==> src/rtl/bm_pkg.sv <==
package bm_pkg;
  typedef enum logic [1:0] {
    BM_IDLE  = 2'd0,
    BM_READ  = 2'd1,
    BM_WRITE = 2'd2
  } bm_state_e;
endpackage

==> src/rtl/bm_ptr.sv <==
module bm_ptr #(
  parameter int W = 16
) (
  input  logic         clk,
  input  logic         rst,
  input  logic         load,
  input  logic         step,
  input  logic         down,
  input  logic [W-1:0] init,
  output logic [W-1:0] q
);
  localparam logic [W-1:0] ONE = W'(1);

  always_ff @(posedge clk) begin
    if (rst)       q <= '0;
    else if (load) q <= init;
    else if (step) q <= down ? q - ONE : q + ONE;
  end

  AST_PTR_STEP: assert property (@(posedge clk) disable iff (rst)
    (step && !load) |=> (q == ($past(down) ? $past(q) - ONE : $past(q) + ONE)));
endmodule

==> src/rtl/bm_cnt.sv <==
module bm_cnt #(
  parameter int W = 16
) (
  input  logic         clk,
  input  logic         rst,
  input  logic         load,
  input  logic         step,
  input  logic [W-1:0] init,
  output logic [W-1:0] q,
  output logic         last
);
  localparam logic [W-1:0] ONE = W'(1);

  always_ff @(posedge clk) begin
    if (rst)       q <= '0;
    else if (load) q <= init;
    else if (step) q <= q - ONE;
  end

  assign last = (q == '0);

  AST_CNT_DEC: assert property (@(posedge clk) disable iff (rst)
    (step && !load) |=> (q == $past(q) - ONE));
endmodule

==> src/rtl/bm_ctrl.sv <==
module bm_ctrl
  import bm_pkg::*;
#(
  parameter int BANK_W = 8,
  parameter int OFS_W  = 16,
  parameter int DATA_W = 8,
  localparam int ADDR_W = BANK_W + OFS_W
) (
  input  logic              clk,
  input  logic              rst,
  input  logic              start,
  input  logic              descend,
  input  logic [BANK_W-1:0] src_bank,
  input  logic [BANK_W-1:0] dst_bank,
  input  logic [OFS_W-1:0]  x_q,
  input  logic [OFS_W-1:0]  y_q,
  input  logic              last,
  input  logic [DATA_W-1:0] mem_rdata,
  input  logic              mem_ready,
  output logic              load,
  output logic              step,
  output logic              dir_q,
  output logic              busy,
  output logic              done,
  output logic [BANK_W-1:0] dbank_out,
  output logic              mem_req,
  output logic              mem_we,
  output logic [ADDR_W-1:0] mem_addr,
  output logic [DATA_W-1:0] mem_wdata
);
  bm_state_e         state;
  logic [BANK_W-1:0] sb_q, db_q;
  logic [DATA_W-1:0] data_q;
  logic              finish;

  assign load   = (state == BM_IDLE) && start;
  assign step   = (state == BM_WRITE) && mem_ready;
  assign finish = step && last;

  always_ff @(posedge clk) begin
    if (rst) begin
      state     <= BM_IDLE;
      sb_q      <= '0;
      db_q      <= '0;
      dir_q     <= 1'b0;
      data_q    <= '0;
      done      <= 1'b0;
      dbank_out <= '0;
    end else begin
      done <= finish;
      unique case (state)
        BM_IDLE: if (start) begin
          sb_q  <= src_bank;
          db_q  <= dst_bank;
          dir_q <= descend;
          state <= BM_READ;
        end
        BM_READ: if (mem_ready) begin
          data_q <= mem_rdata;
          state  <= BM_WRITE;
        end
        BM_WRITE: if (mem_ready) begin
          if (last) begin
            state     <= BM_IDLE;
            dbank_out <= db_q;
          end else begin
            state <= BM_READ;
          end
        end
        default: state <= BM_IDLE;
      endcase
    end
  end

  assign busy      = (state != BM_IDLE);
  assign mem_req   = busy;
  assign mem_we    = (state == BM_WRITE);
  assign mem_addr  = (state == BM_WRITE) ? {db_q, y_q} : {sb_q, x_q};
  assign mem_wdata = data_q;

  AST_STALL_HOLD: assert property (@(posedge clk) disable iff (rst)
    (mem_req && !mem_ready) |=> (mem_req && $stable(mem_addr) && $stable(mem_we) && $stable(mem_wdata)));
  AST_RD_THEN_WR: assert property (@(posedge clk) disable iff (rst)
    (mem_req && mem_ready && !mem_we) |=> (mem_req && mem_we));
  AST_DONE_ONCE: assert property (@(posedge clk) disable iff (rst)
    done |=> !done);
  AST_DONE_IDLE: assert property (@(posedge clk) disable iff (rst)
    done |-> !busy);
  AST_BUSY_IGNORES_START: assert property (@(posedge clk) disable iff (rst)
    (busy && start) |=> ($stable(sb_q) && $stable(db_q) && $stable(dir_q)));
endmodule

==> src/rtl/block_mover.sv <==
module block_mover #(
  parameter int BANK_W = 8,
  parameter int OFS_W  = 16,
  parameter int DATA_W = 8
) (
  input  logic                      clk,
  input  logic                      rst,
  input  logic                      start,
  input  logic                      descend,
  input  logic [BANK_W-1:0]         src_bank,
  input  logic [BANK_W-1:0]         dst_bank,
  input  logic [OFS_W-1:0]          x_in,
  input  logic [OFS_W-1:0]          y_in,
  input  logic [OFS_W-1:0]          c_in,
  output logic                      busy,
  output logic                      done,
  output logic [OFS_W-1:0]          x_out,
  output logic [OFS_W-1:0]          y_out,
  output logic [OFS_W-1:0]          c_out,
  output logic [BANK_W-1:0]         dbank_out,
  output logic                      mem_req,
  output logic                      mem_we,
  output logic [BANK_W+OFS_W-1:0]   mem_addr,
  output logic [DATA_W-1:0]         mem_wdata,
  input  logic [DATA_W-1:0]         mem_rdata,
  input  logic                      mem_ready
);
  logic load, step, dir_q, last;

  bm_ctrl #(.BANK_W(BANK_W), .OFS_W(OFS_W), .DATA_W(DATA_W)) u_ctrl (
    .clk(clk), .rst(rst), .start(start), .descend(descend),
    .src_bank(src_bank), .dst_bank(dst_bank),
    .x_q(x_out), .y_q(y_out), .last(last),
    .mem_rdata(mem_rdata), .mem_ready(mem_ready),
    .load(load), .step(step), .dir_q(dir_q),
    .busy(busy), .done(done), .dbank_out(dbank_out),
    .mem_req(mem_req), .mem_we(mem_we), .mem_addr(mem_addr), .mem_wdata(mem_wdata)
  );

  bm_ptr #(.W(OFS_W)) u_src_ptr (
    .clk(clk), .rst(rst), .load(load), .step(step), .down(dir_q),
    .init(x_in), .q(x_out)
  );

  bm_ptr #(.W(OFS_W)) u_dst_ptr (
    .clk(clk), .rst(rst), .load(load), .step(step), .down(dir_q),
    .init(y_in), .q(y_out)
  );

  bm_cnt #(.W(OFS_W)) u_len (
    .clk(clk), .rst(rst), .load(load), .step(step),
    .init(c_in), .q(c_out), .last(last)
  );

  AST_END_WRAP: assert property (@(posedge clk) disable iff (rst)
    done |-> (c_out == '1));
endmodule

==> config.mk <==
export PLATFORM = sky130hd
export DESIGN_NAME = block_mover
export DESIGN_NICKNAME = d
export VERILOG_FILES = /design/src/rtl/bm_pkg.sv /design/src/rtl/bm_ptr.sv /design/src/rtl/bm_cnt.sv /design/src/rtl/bm_ctrl.sv /design/src/rtl/block_mover.sv
export SDC_FILE = /design/constraint.sdc
export NUM_CORES = 1
export LEC_CHECK = 0
export BUFFER_PORTS_ARGS = -buffer_cell sky130_fd_sc_hd__buf_2
export CORE_MARGIN = 3
export CORE_UTILIZATION = 50
export DETAILED_ROUTE_END_ITERATION = 7
export PLACE_DENSITY = 0.79
export SETUP_SLACK_MARGIN = 0.1
export SYNTH_ARGS = -nofsm -noshare
export SYNTH_HDL_FRONTEND = slang
export SYNTH_SLANG_ARGS = --single-unit
==> constraint.sdc <==
create_clock -name clk -period 6.6 [get_ports clk]
set_input_delay 1.32 -clock clk [delete_from_list [all_inputs] [get_ports clk]]
set_output_delay 1.32 -clock clk [all_outputs]
set_load 0.03 [all_outputs]
# Word level (Yosys, flattened, before mapping)
# Index checks and enable logic that the tools add are counted.
[word_totals]
register_bits = 84
in_bits = 77
output_inout_bits = 92
wordCells = 45
[op_classes]
addsub = 5
eq_ne = 5
muxes = 14
n_reduce_logical = 11
[ops]
columns = ["operator", "n"]
rows = [
  ["$mux W16", 8],
  ["$sub A16 B1 Y16 const B", 3],
  ["$add A16 B1 Y16 const B", 2],
  ["$mux W24", 1],
  ["$logic_not A16 Y1", 1],
  ["$mux W2", 3],
  ["$pmux W2 S3", 1],
  ["$reduce_and A3 Y1", 2],
  ["$ne A2 B2 Y1 const B", 2],
  ["$reduce_and A2 Y1", 2],
  ["$reduce_bool A2 Y1", 2],
  ["$logic_and A1 B1 Y1", 3],
  ["$eq A2 B1 Y1 const B", 1],
  ["$eq A2 B2 Y1 const B", 1],
  ["$logic_not A2 Y1", 1],
  ["$ne A2 B1 Y1 const B", 1],
  ["$mux W1", 1],
]

# Depth between registers and ports, before layout
# Gate-level depths: netlist of the first run.
[logic_depth]
ltp_word = 4
depth_mapped = 9
depth_no_buf = 8

# Modules after synthesis
# A second synthesis of the first run with hierarchy kept.
[hier_totals]
cells_unflattened = 660
hier_area_um2 = 5530.3
[by_module_without_submodules]
columns = ["module", "n_inst", "cells_per_inst", "area_per_inst_um2", "seq_area_each_um2"]
rows = [
  ["bm_ctrl", 1, 191, 1647.8, 720.7],
  ["bm_ptr (u_dst_ptr)", 1, 184, 1507.7, 320.3],
  ["bm_ptr (u_src_ptr)", 1, 186, 1493.9, 320.3],
  ["bm_cnt", 1, 99, 880.8, 320.3],
]

# Worst setup path before layout of the first run
# No wires, ideal clock.
[synth_path]
path_kind = "register -> output"
startpoint = "register u_ctrl.state[1]"
endpoint = "output mem_addr[10]"
arrival_time_ps = 1604
required_ps = 5280
slack_ps = 3676
path_stages_with_launch = 6
path_buffers = 3
path_cell_list = "dfxtp_1 clkbuf_1 nand2b_1 clkbuf_1 buf_1 mux2_2"
[synth_between]
elab_chain_len = 2
[synth_rtl]
columns = ["element", "line_no", "text"]
rows = [
  ["from (decl)", "bm_ctrl.sv:31", "bm_state_e state;"],
  ["from (signal assigned)", "bm_ctrl.sv:42", "state <= BM_IDLE;"],
  ["from (signal assigned)", "bm_ctrl.sv:56", "state <= BM_READ;"],
  ["from (signal assigned)", "bm_ctrl.sv:60", "state <= BM_WRITE;"],
  ["$eq A2 B2 Y1", "bm_ctrl.sv:78", "assign mem_addr = (state == BM_WRITE) ? {db_q, y_q} : {sb_q, x_q};"],
  ["$mux W24", "bm_ctrl.sv:78", ""],
  ["to (decl)", "block_mover.sv:23", "output logic [BANK_W+OFS_W-1:0] mem_addr,"],
]
# No other way between the ends.

# Final worst setup path of the first run
[layout_path]
startpoint = "register u_ctrl.state[0]"
endpoint = "output mem_addr[15]"
# Same word-level chain as after synthesis.

==> results.toml, run 1 <==
[run_status]
status = "complete, no violations"

[sta]
finalMaxSlewViolations = 0
relSlewSlack_pct = 31.01
clock.fmax_mhz = 286.2
hold_violations = 0
worstMarginPinSlew_ps = 1035
skew_ps = 10.46
rsz0062_at_grt = "false"
finalSetupViolCount = 0
fin_crit_ps = 3494
fin_tns_setup_ps = 0
fin_crit_sh_pct = 52.94
hold_ws_ps = 458.5

[yosys]
ys_seq_area_share_pct = 31.82
ys_ff_latch = 84
postSynthCellCount = 662
syn_nets = 770
synth_edf_count = 0
syn-cell-area_um2 = 5285
synth_flop_cell = "dfxtp_1"
yosys_warnings = 0
avgSynthCellArea_um2 = 7.983
ys_types = 60
async_flop_share_pct = 0

[finish]
ff_latch_area_um2 = 1682
multi_input_area_um2 = 3397
filler_cell_count = 878
nets = 913
area_growth_pct = 20.05
antenna_cells = 0
drive_gt1_share_pct = 28.64
design_area_um2 = 6345

[worst_hold_path]
min-delay-path-class = "reg2reg"
hold_depth = 2
min_from = "u_ctrl.sb_q[4]"
whs_endpoint = "u_ctrl.sb_q[4]"

[route]
wl_mm = 15.56
detail-route-antenna-nets = 0
dr.pass1.iters = 8
vias_per_cell = 5.844
route.detailed.wl_per_inst_um = 16.50
drcViolationCount = 0
drt_iter0_markers = 326
dr_total_vias = 5511

[power_and_ir_drop]
leakage_nw = 2.976
ir_worst_vdd_v = 0.0001007
power_mw = 1.391
powerDensity_nw_per_um2 = 219.2

[setup_path]
worstPathCellList = "nand2b_1 -> buf_4 -> mux2_2 -> buf_2"
rr_worst_depth = 8
r2r_start = "u_ctrl.dir_q"
end_kind = "output port"
max_stage_delay_ps = 440
reg2reg_setup_slack_ps = 3850
required_ps = 5280
cp_max_fo = 17
rr_endpoint = "u_dst_ptr.q[14]"
worstSetupStartpointType = "flop"
cpMaxStageDelayCell = "nand2b_1"
worstPathArrival_ps = 2170
crit_type = "reg2out"
cp-startpoint = "u_ctrl.state[0]"

[global_route]
grt_pass1_vias = 5124
grt_overflow = 0
grt_use_total_pct = 25.66
grt_pass1_wl_mm = 24.61
grt_max_degree = 65
antenna_found_initial = 0

[cts]
cts_buffer_depth = 2
numCtsBuffers = 9
htree_num_levels = 3
tritoncts = "built"
ctsResizeCount = 0
clkSlewWorstSetupHoldPaths_ps = 100
insertion_delay_ps = 360
cts_sinks = 84
cts_root_buf = "clkbuf_8"
postCtsSetupBuffers = 0
hold_buffers = 0

[flow_run]
cap_violations = 0

[placement]
port_buffers = 168
place.gp.congestion = 0.9021
place_area_um2 = 6161
post-dp-hpwl_mm = 11.14

[floorplan]
fp.coreArea_um2 = 10040
fp.dieW_um = 108.8
die_y_um = 108.8
io-pin-count = 169
initial_utilization_pct = 52.62
fp.dieArea_um2 = 11840
num_rows = 36
[cells in the mapped netlist (all sizes together) (2+ instances only)]
| cell | number | area (um2) |
|---|---|---|
| a2111oi | 4 | 35.03 |
| a211oi | 27 | 202.7 |
| a21o | 10 | 75.07 |
| a21oi | 63 | 315.3 |
| a221oi | 3 | 26.28 |
| a22oi | 10 | 75.07 |
| a311oi | 7 | 61.31 |
| a31oi | 6 | 37.54 |
| and2 | 2 | 12.51 |
| and3 | 4 | 25.02 |
| buf | 11 | 63.81 |
| clkbuf | 31 | 116.4 |
| dfxtp | 84 | 1682 |
| fa | 2 | 40.04 |
| ha | 29 | 362.9 |
| inv | 8 | 30.03 |
| mux2 | 25 | 281.5 |
| mux2i | 9 | 90.09 |
| nand2 | 89 | 334.1 |
| nand2b | 4 | 25.02 |
| nand3 | 13 | 65.06 |
| nand3b | 3 | 22.52 |
| nand4 | 4 | 25.02 |
| nor2 | 79 | 296.5 |
| nor2b | 2 | 12.51 |
| nor3 | 12 | 60.06 |
| nor3b | 4 | 30.03 |
| nor4 | 8 | 86.33 |
| o211ai | 7 | 57.55 |
| o21a | 7 | 52.55 |
| o21ai | 26 | 130.1 |
| o21bai | 7 | 52.55 |
| o22ai | 8 | 50.05 |
| o31a | 2 | 17.52 |
| o31ai | 4 | 30.03 |
| or2 | 6 | 40.04 |
| or3 | 5 | 32.53 |
| or4 | 2 | 22.52 |
| xnor2 | 18 | 157.7 |
| xor2 | 5 | 43.79 |
[worst max-delay path: cells and delay by family (launching register included)]
kind | cells | cell delay [ps]
AND/OR/NAND/NOR | 1 | 440
flip-flops | 1 | 430
multiplexers | 1 | 390
buffers and inverters | 2 | 560
[power breakdown]
group	leakage (nW)	internal (mW)	switching, mW	total (mW)
combinational	2.20	0.159	0.285	0.444
clock	0.0893	0.150	0.206	0.356
sequential	0.689	0.544	0.0468	0.591
total	2.98	0.853	0.538	1.39
[layout make-up]
class / instances / share of cell area, %
sequential: 84 / 26.50
multi-input combinational: 528 / 53.54
timing repair buffer: 174 / 13.96
clock inverter: 6 / 0.7296
tap: 133 / 2.623
clock buffer: 10 / 2.169
inverter: 8 / 0.4733
[how the worst max path moves through the flow]
| stage | endpoint | cells past startpoint |
|---|---|---|
| 5_1_grt | mem_addr[15] | 4 |
| 6_report | mem_addr[15] | 4 |
| 3_5_place_dp | u_dst_ptr.q[13] | 6 |
| 2_1_floorplan | mem_addr[10] | 5 |
| 3_3_place_gp | u_dst_ptr.q[14] | 4 |
| 4_1_cts | mem_addr[15] | 4 |
[through the flow]
step                      cells  setup slack (ps)  utilization [%]
after floorplan             662              3676                -
after global placement      927              3534            61.34
after detailed placement    927              3507            61.34
after CTS                   943              3128            63.17
after global routing        943              2998            63.17
final                       943              3106            63.17
[per-layer routing]
metal  GRT usage (%)  vias up  wire length, um
li1                -     2701                -
met1           34.04     2575             6892
met2           42.54      212             7412
met3           4.677       23             1013
met4           7.755        0              246
met5               0        -                0
[cell usage in the layout (no fill, tap or decap), types with 12 or more instances in the layout]
master    count
o21ai_0      26
mux2_2       25
dfxtp_1      84
nor3_1       12
xnor2_1      18
a211oi_1     27
nor2_1       79
ha_1         29
nand3_1      13
nand2_1      88
a21oi_1      63
buf_2       168
[registers in the layout, summed over array words and instances, names as in the netlist]
signal and count:
u_ctrl.db_q 8, u_ctrl.dbank_out 8, u_ctrl.dir_q 1, u_ctrl.done 1, u_ctrl.mem_wdata 8, u_ctrl.sb_q 8
u_ctrl.state 2, u_dst_ptr.q 16, u_len.q 16, u_src_ptr.q 16
[logic make-up after synthesis]
family	after synthesis	share of synthesized area (%)
flip-flops	84	31.82
XOR/XNOR	23	3.811
AND/OR/NAND/NOR	239	20.95
multiplexers	34	7.031
buffers and inverters	50	3.977
adder cells (fa/ha/maj)	31	7.623
AO/OA/AOI/OAI	201	24.79
(Power assumes the default switching activity.)
==> inputs of run 2 (changes only) <==
--- a/config.mk
+++ b/config.mk
@@ -7,9 +7,9 @@
 export LEC_CHECK = 0
 export BUFFER_PORTS_ARGS = -buffer_cell sky130_fd_sc_hd__buf_2
 export CORE_MARGIN = 3
-export CORE_UTILIZATION = 50
+export CORE_UTILIZATION = 47
 export DETAILED_ROUTE_END_ITERATION = 7
-export PLACE_DENSITY = 0.79
+export PLACE_DENSITY = 0.78
 export SETUP_SLACK_MARGIN = 0.1
 export SYNTH_ARGS = -nofsm -noshare
 export SYNTH_HDL_FRONTEND = slang
==> constraint.sdc (replaced) <==
create_clock -name clk -period 2.9 [get_ports clk]
set_input_delay 0.58 -clock clk [delete_from_list [all_inputs] [get_ports clk]]
set_output_delay 0.58 -clock clk [all_outputs]
set_load 0.03 [all_outputs]
==> run 2 against run 1 <==
Final area up 2.7%; non-clock buffer count up 7; die area up 6.0%; clock skew down 3.0 ps; combinational power up 130%; global-route usage down 0.68 points; utilization down 3.6 points; register-to-register slack worse by 3500 ps; largest power group unchanged.
==> results.toml, run 2 (synthesis gave the netlist of run 1 again) <==
[run_status]
status = "complete, no violations"

[finish]
fin_cells = 957
design_area_um2 = 6519
final_cell_mix = "168 x buf_2, 88 x nand2_1, 84 x dfxtp_1"
final_common_cell = "buf_2"
top_regs = "u_dst_ptr.q x16, u_len.q x16, u_src_ptr.q x16"
drive_gt1_share_pct = 29.25
antenna_cells = 0
area_growth_pct = 23.34
nets = 920
final_util_pct = 59.61

[global_route]
grt_pass1_vias = 5305
antenna_found_initial = 0
grt_pass1_wl_mm = 26.03
grt_use_total_pct = 24.98
grt_max_degree = 39
grt_overflow = 0

[placement]
place.gp.congestion = 0.8850
dp.cells = 941
post-dp-hpwl_mm = 11.73
dpl_worst_slack_ps = 364.1
port_buffers = 168
place_area_um2 = 6235

[worst_hold_path]
min-delay-path-class = "reg2reg"

[setup_path]
cp_max_fo = 22
end_kind = "flop"
worstSetupStartpointType = "flop"
required_ps = 3140
worstPathArrival_ps = 2790
crit_type = "reg2reg"

[power_and_ir_drop]
switching_power_mw = 1.286
power.internal_mw = 2.208
power_mw = 3.495
ir_worst_vdd_v = 0.0003226
powerDensity_nw_per_um2 = 536.1
comb_power_share_pct = 29.4
leakage_nw = 3.064
p_clk_share_pct = 32.1
p_seq_share_pct = 38.5
swShare_pct = 36.81

[floorplan]
num_rows = 38
initial_utilization_pct = 48.33
fp.dieArea_um2 = 12550
die_y_um = 112.0
fp.dieW_um = 112.0
io-pin-count = 169
fp.coreArea_um2 = 10940

[sta]
fin_crit_ps = 2552
finalMaxSlewViolations = 0
worstMarginPinSlew_ps = 790.4
finalSetupViolCount = 0
fin_crit_sh_pct = 88.00
relSlewSlack_pct = 47.31
skew_ps = 7.424
fin_tns_setup_ps = 0
clock.fmax_mhz = 391.8
hold_violations = 0
hold_ws_ps = 453.7
setup_slack_ps = 347.9
rsz0062_at_grt = "false"

[route]
detail-route-antenna-nets = 0
dr.pass1.iters = 8
dr_wl_met2_mm = 7.569
top_layer = "met4"
drt_iter0_markers = 448
drcViolationCount = 0
met1Wirelength_mm = 7.076
wl_mm = 16.01
dr_total_vias = 5555
routed-wl-met3_um = 961
vias_per_cell = 5.805
route.detailed.wl_per_inst_um = 16.73

[cts]
htree_num_levels = 3
cts_sinks = 84
cts_buffer_depth = 2
cts_root_buf = "clkbuf_16"
clkSlewWorstSetupHoldPaths_ps = 70
numCtsBuffers = 9
hold_buffers = 0
tritoncts = "built"
postCtsSetupBuffers = 0
insertion_delay_ps = 350

[flow_run]
cap_violations = 0
-- run 2: cell count changes in the layout (fill, tap and decap cells not counted) --
cell,previous run,this run
buf_12,0,1
buf_4,6,12
clkbuf_16,0,9
clkbuf_8,10,0
clkinv_4,1,2
clkinvlp_4,2,1
inv_8,0,1
o21ai_0,26,24
o21ai_1,0,2
-- run 2: power groups by stage --
| stage | clock network (mW) | logic (mW) | registers (mW) |
|---|---|---|---|
| floorplan | 0 | 0.606 | 1.48 |
| global placement | 0 | 0.998 | 1.36 |
| detailed placement | 0 | 1.02 | 1.37 |
| CTS | 1.14 | 1.03 | 1.34 |
| global route | 1.20 | 1.12 | 1.36 |
| finish | 1.12 | 1.03 | 1.34 |
-- run 2: final timing paths --
path	from	end	slack, ps	cells past startpoint
max	u_ctrl.dir_q	u_dst_ptr.q[14]	350	8
min	u_ctrl.sb_q[3]	u_ctrl.sb_q[3]	450	2
max reg2reg	u_ctrl.dir_q	u_dst_ptr.q[14]	350	8
min reg2reg	u_ctrl.sb_q[3]	u_ctrl.sb_q[3]	450	2
-- run 2: critical path, stage by stage (launching register included) --
cell and delay, ps:
dfxtp_1 390, buf_4 300, ha_1 340, a211oi_1 240
nor2_1 110, o221a_2 290, o22ai_1 320, nor4_1 110
or3_1 350
-- run 2: repair_timing --
| item | in CTS | in global routing |
|---|---|---|
| endpoints found under the hold margin | 0 | 0 |
| resized for setup | 0 | 2 |
| endpoints found under the setup margin | 0 | 2 |
-- run 2: layout make-up --
cell class / instances / area (um2)
Clock buffer: 9 / 225.2
Clock inverter: 7 / 58.81
Fill cell: 1038 / 4417
Inverter: 8 / 30.03
Multi-Input combinational cell: 528 / 3397
Sequential cell: 84 / 1682
Tap cell: 140 / 175.2
Timing Repair Buffer: 181 / 950.9
-- run 2: routing by layer --
metal,global-route usage [%],up-vias
met4,9.295,0
met1,33.09,2585
li1,-,2723
met3,4.420,36
met5,0,-
met2,40.93,211
